File: src/rtl/pwmgen_pkg.sv
package pwmgen_pkg;

    localparam int unsigned PWM_W = 16;

    typedef logic [PWM_W-1:0] cnt_t;

    typedef enum logic [2:0] {
        SEL_PRD = 3'd0,
        SEL_CA  = 3'd1,
        SEL_CB  = 3'd2,
        SEL_CC  = 3'd3,
        SEL_PHS = 3'd4
    } reg_sel_e;

    typedef struct packed {
        cnt_t prd;
        cnt_t ca;
        cnt_t cb;
        cnt_t cc;
    } cfg_t;

    typedef struct packed {
        logic set_hit;
        logic clr_hit;
        logic sync_hit;
    } evt_t;

    // A compare point counts only when it lies inside the cycle.
    function automatic logic cmp_match(cnt_t cnt, cnt_t cmpv, cnt_t prd);
        return (cnt == cmpv) && (cmpv <= prd);
    endfunction

    // Returns the holding set with one field replaced.
    function automatic cfg_t cfg_write(cfg_t cur, reg_sel_e sel, cnt_t d);
        cfg_t nxt;
        nxt = cur;
        case (sel)
            SEL_PRD: nxt.prd = d;
            SEL_CA:  nxt.ca  = d;
            SEL_CB:  nxt.cb  = d;
            SEL_CC:  nxt.cc  = d;
            default: nxt     = cur;
        endcase
        return nxt;
    endfunction

    function automatic cfg_t cfg_reset(cnt_t prd);
        cfg_t r;
        r.prd = prd;
        r.ca  = '1;
        r.cb  = '1;
        r.cc  = '1;
        return r;
    endfunction

endpackage

File: src/rtl/pwm_shadow_bank.sv
module pwm_shadow_bank
    import pwmgen_pkg::*;
#(
    parameter int unsigned RST_PRD = 15
) (
    input  logic     clk,
    input  logic     rst,
    input  logic     wr_en,
    input  reg_sel_e wr_sel,
    input  cnt_t     wr_data,
    input  logic     load_zero,
    output cfg_t     act,
    output cnt_t     phase
);

    localparam cnt_t RST_PRD_C = cnt_t'(RST_PRD);

    cfg_t shd_q;
    cfg_t act_q;
    cnt_t phs_q;

    always_ff @(posedge clk) begin
        if (rst) begin
            shd_q <= cfg_reset(RST_PRD_C);
            act_q <= cfg_reset(RST_PRD_C);
            phs_q <= '0;
        end else begin
            // Transfer uses the holding set as it stood before this clock.
            if (load_zero) begin
                act_q <= shd_q;
            end
            if (wr_en) begin
                if (wr_sel == SEL_PHS) begin
                    phs_q <= wr_data;
                end else begin
                    shd_q <= cfg_write(shd_q, wr_sel, wr_data);
                end
            end
        end
    end

    assign act   = act_q;
    assign phase = phs_q;

    // working copies move only at a zero count
    a_r3_active_hold: assert property (@(posedge clk) disable iff (rst)
        !load_zero |=> $stable(act_q));

endmodule

File: src/rtl/pwm_timebase.sv
module pwm_timebase
    import pwmgen_pkg::*;
(
    input  logic clk,
    input  logic rst,
    input  cnt_t prd,
    input  cnt_t phase,
    input  logic phase_en,
    input  logic sync_in,
    output cnt_t cnt,
    output logic at_zero
);

    cnt_t cnt_q;
    logic phs_load;

    assign phs_load = phase_en && sync_in;

    always_ff @(posedge clk) begin
        if (rst) begin
            cnt_q <= '0;
        end else if (phs_load) begin
            cnt_q <= phase;
        end else if (cnt_q >= prd) begin
            cnt_q <= '0;
        end else begin
            cnt_q <= cnt_q + 1'b1;
        end
    end

    assign cnt     = cnt_q;
    assign at_zero = (cnt_q == '0);

    // the top of the cycle is followed by zero
    a_r1_wrap: assert property (@(posedge clk) disable iff (rst)
        (cnt_q == prd && !phs_load) |=> cnt_q == '0);

    // an out-of-range count returns to zero
    a_r1_range: assert property (@(posedge clk) disable iff (rst)
        (cnt_q > prd && !phs_load) |=> cnt_q == '0);

    // phase load lands on the next clock
    a_r10_phase_load: assert property (@(posedge clk) disable iff (rst)
        phs_load |=> cnt_q == $past(phase));

endmodule

File: src/rtl/pwm_event_unit.sv
module pwm_event_unit
    import pwmgen_pkg::*;
(
    input  logic clk,
    input  logic rst,
    input  cnt_t cnt,
    input  cfg_t act,
    output logic pwm_out,
    output logic sync_out
);

    evt_t ev;
    logic pwm_q;
    logic sync_q;

    always_comb begin
        ev.set_hit  = cmp_match(cnt, act.ca, act.prd);
        ev.clr_hit  = cmp_match(cnt, act.cb, act.prd);
        ev.sync_hit = cmp_match(cnt, act.cc, act.prd) && (act.prd != '0);
    end

    always_ff @(posedge clk) begin
        if (rst) begin
            pwm_q  <= 1'b0;
            sync_q <= 1'b0;
        end else begin
            if (ev.clr_hit) begin
                pwm_q <= 1'b0;
            end else if (ev.set_hit) begin
                pwm_q <= 1'b1;
            end
            sync_q <= ev.sync_hit;
        end
    end

    assign pwm_out  = pwm_q;
    assign sync_out = sync_q;

    // equal match points always end low
    a_r7_clear_wins: assert property (@(posedge clk) disable iff (rst)
        (cnt == act.ca && cnt == act.cb) |=> !pwm_q);

    // compare points beyond the period leave the level alone
    a_r8_hold: assert property (@(posedge clk) disable iff (rst)
        (act.ca > act.prd && act.cb > act.prd) |=> $stable(pwm_q));

    // a compare B match inside the cycle lowers the output
    a_r6_clear: assert property (@(posedge clk) disable iff (rst)
        (cnt == act.cb && act.cb <= act.prd) |=> !pwm_q);

endmodule

File: src/rtl/pwm_shadow_gen.sv
module pwm_shadow_gen
    import pwmgen_pkg::*;
#(
    parameter int unsigned RST_PRD = 15
) (
    input  logic             clk,
    input  logic             rst,
    input  logic             wr_en,
    input  logic [2:0]       wr_sel,
    input  logic [PWM_W-1:0] wr_data,
    input  logic             phase_en,
    input  logic             sync_in,
    output logic             pwm_out,
    output logic             sync_out,
    output logic [PWM_W-1:0] cnt_out
);

    cfg_t act;
    cnt_t phase;
    cnt_t cnt;
    logic at_zero;

    pwm_shadow_bank #(.RST_PRD(RST_PRD)) bank_i (
        .clk       (clk),
        .rst       (rst),
        .wr_en     (wr_en),
        .wr_sel    (reg_sel_e'(wr_sel)),
        .wr_data   (wr_data),
        .load_zero (at_zero),
        .act       (act),
        .phase     (phase)
    );

    pwm_timebase tb_i (
        .clk      (clk),
        .rst      (rst),
        .prd      (act.prd),
        .phase    (phase),
        .phase_en (phase_en),
        .sync_in  (sync_in),
        .cnt      (cnt),
        .at_zero  (at_zero)
    );

    pwm_event_unit ev_i (
        .clk      (clk),
        .rst      (rst),
        .cnt      (cnt),
        .act      (act),
        .pwm_out  (pwm_out),
        .sync_out (sync_out)
    );

    assign cnt_out = cnt;

    // the sync pulse lasts one clock unless a phase load repeats the match
    a_r9_one_clock: assert property (@(posedge clk) disable iff (rst)
        (sync_out && !$past(sync_in && phase_en)) |=> !sync_out);

endmodule

File: config.mk
export PLATFORM = sky130hd
export DESIGN_NAME = pwm_shadow_gen
export DESIGN_NICKNAME = d
export VERILOG_FILES = /design/src/rtl/pwmgen_pkg.sv /design/src/rtl/pwm_shadow_bank.sv /design/src/rtl/pwm_timebase.sv /design/src/rtl/pwm_event_unit.sv /design/src/rtl/pwm_shadow_gen.sv
export SDC_FILE = /design/constraint.sdc
export NUM_CORES = 1
export LEC_CHECK = 0
export ABC_AREA = 1
export BUFFER_PORTS_ARGS = -buffer_cell sky130_fd_sc_hd__buf_2
export CAP_MARGIN = 20
export CORE_UTILIZATION = 65
export CTS_CLUSTER_SIZE = 16
export DETAILED_ROUTE_END_ITERATION = 10
export PLACE_DENSITY = 0.84
export SETUP_SLACK_MARGIN = 0.1
export SYNTH_ARGS = -nofsm -noshare
export SYNTH_HDL_FRONTEND = slang
export SYNTH_HIERARCHICAL = 1
export SYNTH_SLANG_ARGS = --single-unit
File: constraint.sdc
create_clock -name clk -period 5.03 [get_ports clk]
set_input_delay 0.503 -clock clk [delete_from_list [all_inputs] [get_ports clk]]
set_output_delay 0.503 -clock clk [all_outputs]
set_load 0.02 [all_outputs]
==> out/qor_table.md <==
| Group | Parameter | Value |
|---|---|---|
| die | Vertical die dimension | 117 um |
| global routing | Maximum number of pins on one net before global-route repair | 98 |
| power and ir drop | Clock share of power | 0.345 |
| sta | Setup_tns | 0 ns |
| sta | Post-route fraction of the period consumed by the critical path | 0.456 |
| placement | Placed cell count | 1385 |
| clock network | Number of buffers added by the clock tree synthesis step | 17 |
| die | Die extent in x | 117 um |
| logic synthesis | Sequential share of the synthesized area | 0.376 |
| layout | # nets final | 1322 |
| clock network | Htree depth | 4 |
| logic synthesis | Share of the synthesized area in compound gates (AO/OA/AOI/OAI) | 0.0561 |
| layout | Area growth from synthesis to layout | 9.05% |
| clock network | CTS tree | yes |
| logic synthesis | Main area contributors after synthesis | sky130_fd_sc_hd__dfxtp_1 (38%), sky130_fd_sc_hd__nand2_1 (15%), sky130_fd_sc_hd__nand3_1 (12%), sky130_fd_sc_hd__ha_1 (9.6%), sky130_fd_sc_hd__nor2_1 (4.9%) |
| layout | Most used cells in the layout excluding fill and tap cells | sky130_fd_sc_hd__nand2_1 (336), sky130_fd_sc_hd__nand3_1 (211), sky130_fd_sc_hd__dfxtp_1 (162) |
| power and ir drop | Share of total power in combinational logic | 0.233 |
| global routing | Initial antenna violation count | 0 |
| logic synthesis | Count of warnings emitted by yosys | 6 |
| sta | Final count of hold timing violations | 0 |
| global routing | First-pass GRT wire length | 37.4 mm |
| logic synthesis | Synth unique cells | 34 |
| power and ir drop | Switching Fraction | 0.333 |
| sta | Number of pins with negative max-slew slack in the final report | 0 |
| sta | Measured slew at the worst slew-check pin | 1.06 ns |
| layout | Final core utilization | 0.737 |
| clock network | Hold bufs inserted after CTS | 0 |
| layout | Fillcell total | 1033 |
| detailed routing | Vias per cell | 5.84 |
| global routing | Total global routing overflow | 0 |
| setup path | Crit-path cells | nor4_1, nand4_1, nor3_2, buf_4, o21ai_0, nor2_1 |
| detailed routing | Final Routed Wirelength | 24.2 mm |
| hold path | Worst hold-check path type | in -> reg |
| run | Max-cap violation count | 0 |
| power and ir drop | PD cells | 393 nW/um^2 |
| sta | Unrepaired setup endpoints after global routing | no |
| die | DIE AREA | 13700 um^2 |
| die | Core footprint | 12800 um^2 |
| logic synthesis | Average size of a mapped cell | 7.08 um^2 |
| logic synthesis | Post-synth ARST share | 0 |
| clock network | Longest Clk Path Bufs | 2 |
| detailed routing | Wire length per cell | 17.1 um |
| clock network | Post-CTS Resized | 0 |
| placement | Count of buffers from port buffering | 41 |
| global routing | Vias in the first global route | 7164 |
| placement | Detailed-placement wirelength estimate | 16.8 mm |
| clock network | Number of sinks on the clock net | 162 |
| layout | Proportion of layout cells with a drive suffix above 1 | 0.0852 |
| setup path | Arrival time at the worst endpoint | 2.66 ns |
| sta | Final setup violating endpoints | 0 |
| logic synthesis | Synth Instances | 1218 |
| sta | Shortest clock period the worst path allows after layout | 2.29 ns |
| logic synthesis | #FFs+latches synth | 162 |
| setup path | Kind of critical path | reg -> reg |
| logic synthesis | Synthesized area | 8630 um^2 |
| clock network | Clock Latency Late Sink | 0.43 ns |
| logic synthesis | Post-synthesis adder-cell area fraction | 0.0957 |
| detailed routing | Antenna Nets Post-Route | 0 |
| logic synthesis | Post-synth net total | 1308 |
| logic synthesis | Fraction of synthesized cell area taken by the top area cell type | 0.376 |
| setup path | Largest stage delay on the critical path | 0.57 ns |
| logic synthesis | Synth area leader | sky130_fd_sc_hd__dfxtp_1 |
| die | Starting utilization of the core area | 0.675 |
| power and ir drop | Largest voltage drop on the vdd net | 355 uV |
| run status | Outcome | finished clean |
| logic synthesis | Fraction of the mapped netlist area in simple logic gates | 0.359 |
| clock network | Clock-pin slew on the worst setup and hold paths | 0.06 ns |
| detailed routing | First-pass detailed-route iteration total | 6 |
| logic synthesis | Fraction of synthesized cell area in xor and xnor cells | 0.0386 |
| logic synthesis | Flip-flop cell with the highest count after synthesis | sky130_fd_sc_hd__dfxtp_1 |
| global routing | Gr usage total | 0.366 |
| layout | N_diodes | 0 |
| placement | Global placement routability congestion | 0.897 |
| logic synthesis | Mux contribution to synthesized area | 0 |
| setup path | Critical Path Sink Type | flop |
| power and ir drop | Switching power | 1.23 mW |
| detailed routing | Via Count | 8275 |
| power and ir drop | Int Pwr | 2.47 mW |
| detailed routing | DRC violation count after routing | 0 |
| clock network | Post-CTS setup buffer count | 0 |
| sta | Largest clock skew in the final design | 0.00664 ns |
| sta | Rel. slew slack | 0.292 |
| power and ir drop | Pleak | 4.52 nW |
| logic synthesis | Largest family of logic cells by synthesized area | simple AND/OR/NAND/NOR gates |
| setup path | Data required, critical path | 5.39 ns |
| layout | Most common cell after layout, fill and taps aside | sky130_fd_sc_hd__nand2_1 |
| die | Number of standard-cell rows in the floorplan | 41 |
| detailed routing | Number of DRC markers after the initial detailed-route iteration | 1003 |
| layout | Count of non-filler cells in the finished layout | 1416 |
| logic synthesis | Number of synthesized flops with an enable pin | 0 |
| clock network | Clock tree root driver cell | sky130_fd_sc_hd__clkbuf_16 |
| sta | Upper clock frequency limit | 436 MHz |
| setup path | Largest driver fanout on the critical path | 64 |
| power and ir drop | Power share of the sequential group | 0.422 |
| setup path | Standard cell with the maximum stage delay on the critical path | sky130_fd_sc_hd__buf_4 |
| sta | Hold slack final | 0.351 ns |
| setup path | Category of the worst setup path launch point | flop |
| die | Top-level I/O count | 42 |
| power and ir drop | Overall power consumption | 3.69 mW |
==> cells by family (layout without fill, tap and decap cells) <==
| logic type | Yosys count | after routing |
|---|---|---|
| compound gates | 91 | 91 |
| buf+inv | 152 | 178 |
| flops | 162 | 162 |
| fa+ha+maj | 66 | 66 |
| xor+xnor | 38 | 38 |
| simple gates | 709 | 709 |
==> state kept, by name (all words and copies together) (netlist names) <==
| name | flops |
|---|---|
| bank_i/act | 64 |
| bank_i/phase | 16 |
| bank_i/shd_q | 64 |
| ev_i/pwm_out | 1 |
| ev_i/sync_out | 1 |
| tb_i/cnt | 16 |
==> power by group through the flow <==
| stage | combinational, mW | sequential (mW) | clock (mW) |
|---|---|---|---|
| 3_3_place_gp | 0.792 | 1.57 | 0 |
| 5_1_grt | 0.973 | 1.57 | 1.34 |
| 6_report | 0.862 | 1.56 | 1.27 |
| 2_1_floorplan | 0.648 | 1.51 | 0 |
| 4_1_cts | 0.844 | 1.55 | 1.28 |
| 3_5_place_dp | 0.824 | 1.58 | 0 |
==> through the flow <==
| stage | setup slack, ns | area [um^2] |
|---|---|---|
| 2_1_floorplan | 3.21 | 8630 |
| 3_3_place_gp | 2.74 | 8830 |
| 3_5_place_dp | 2.71 | 8830 |
| 4_1_cts | 2.79 | 9410 |
| 5_1_grt | 2.61 | 9410 |
| 6_report | 2.74 | 9410 |
==> routing by layer <==
| layer | wire length (um) | part of all wire | global-route usage |
|---|---|---|---|
| met1 | 10500 | 0.43 | 0.518 |
| met2 | 10600 | 0.44 | 0.545 |
| met3 | 2530 | 0.10 | 0.0814 |
| met4 | 554 | 0.023 | 0.130 |
| met5 | 0 | 0 | 0 |
==> layout make-up <==
class	instances	area [um^2]	area share
Multi-Input combinational cell	904	4750	0.505
Sequential cell	162	3240	0.345
Clock buffer	20	447	0.0475
Inverter	101	382	0.0406
Timing Repair Buffer	46	243	0.0258
Tap cell	172	215	0.0229
Clock inverter	11	130	0.0138
==> cells in the mapped netlist, types with 4 or more instances <==
cell	number
sky130_fd_sc_hd__clkbuf_1	19
sky130_fd_sc_hd__buf_2	20
sky130_fd_sc_hd__inv_1	90
sky130_fd_sc_hd__nand3_1	211
sky130_fd_sc_hd__nor2_4	8
sky130_fd_sc_hd__a21oi_1	58
sky130_fd_sc_hd__dfxtp_1	162
sky130_fd_sc_hd__or2_0	5
sky130_fd_sc_hd__nor2_1	112
sky130_fd_sc_hd__buf_1	4
sky130_fd_sc_hd__inv_2	11
sky130_fd_sc_hd__buf_6	4
sky130_fd_sc_hd__buf_4	4
sky130_fd_sc_hd__xor2_1	13
sky130_fd_sc_hd__o21ai_0	19
sky130_fd_sc_hd__nand2_1	336
sky130_fd_sc_hd__xnor2_1	25
sky130_fd_sc_hd__nor3_1	4
sky130_fd_sc_hd__nand4_1	16
sky130_fd_sc_hd__nand2_2	4
sky130_fd_sc_hd__ha_1	66
sky130_fd_sc_hd__o21ai_1	4
==> final timing paths <==
path / startpoint / end / slack, ns / depth (start not counted)
hold reg to reg: bank_i/shd_q[32] / bank_i/shd_q[32] / 0.46 / 2
setup reg to reg: tb_i/cnt[6] / bank_i/act[63] / 2.74 / 6
setup / recovery: tb_i/cnt[6] / bank_i/act[63] / 2.74 / 6
hold / removal: wr_data[14] / bank_i/shd_q[14] / 0.35 / 3
==> worst max-delay path: cells and delay by family, from the launching register on <==
family                 cells  cell delay (ns)
DFF                        1             0.48
and+or+nand+nor            4             0.92
buffers and inverters      1             0.57
AOI/OAI and AO/OA          1             0.23
Power figures use the tool's default switching activity.
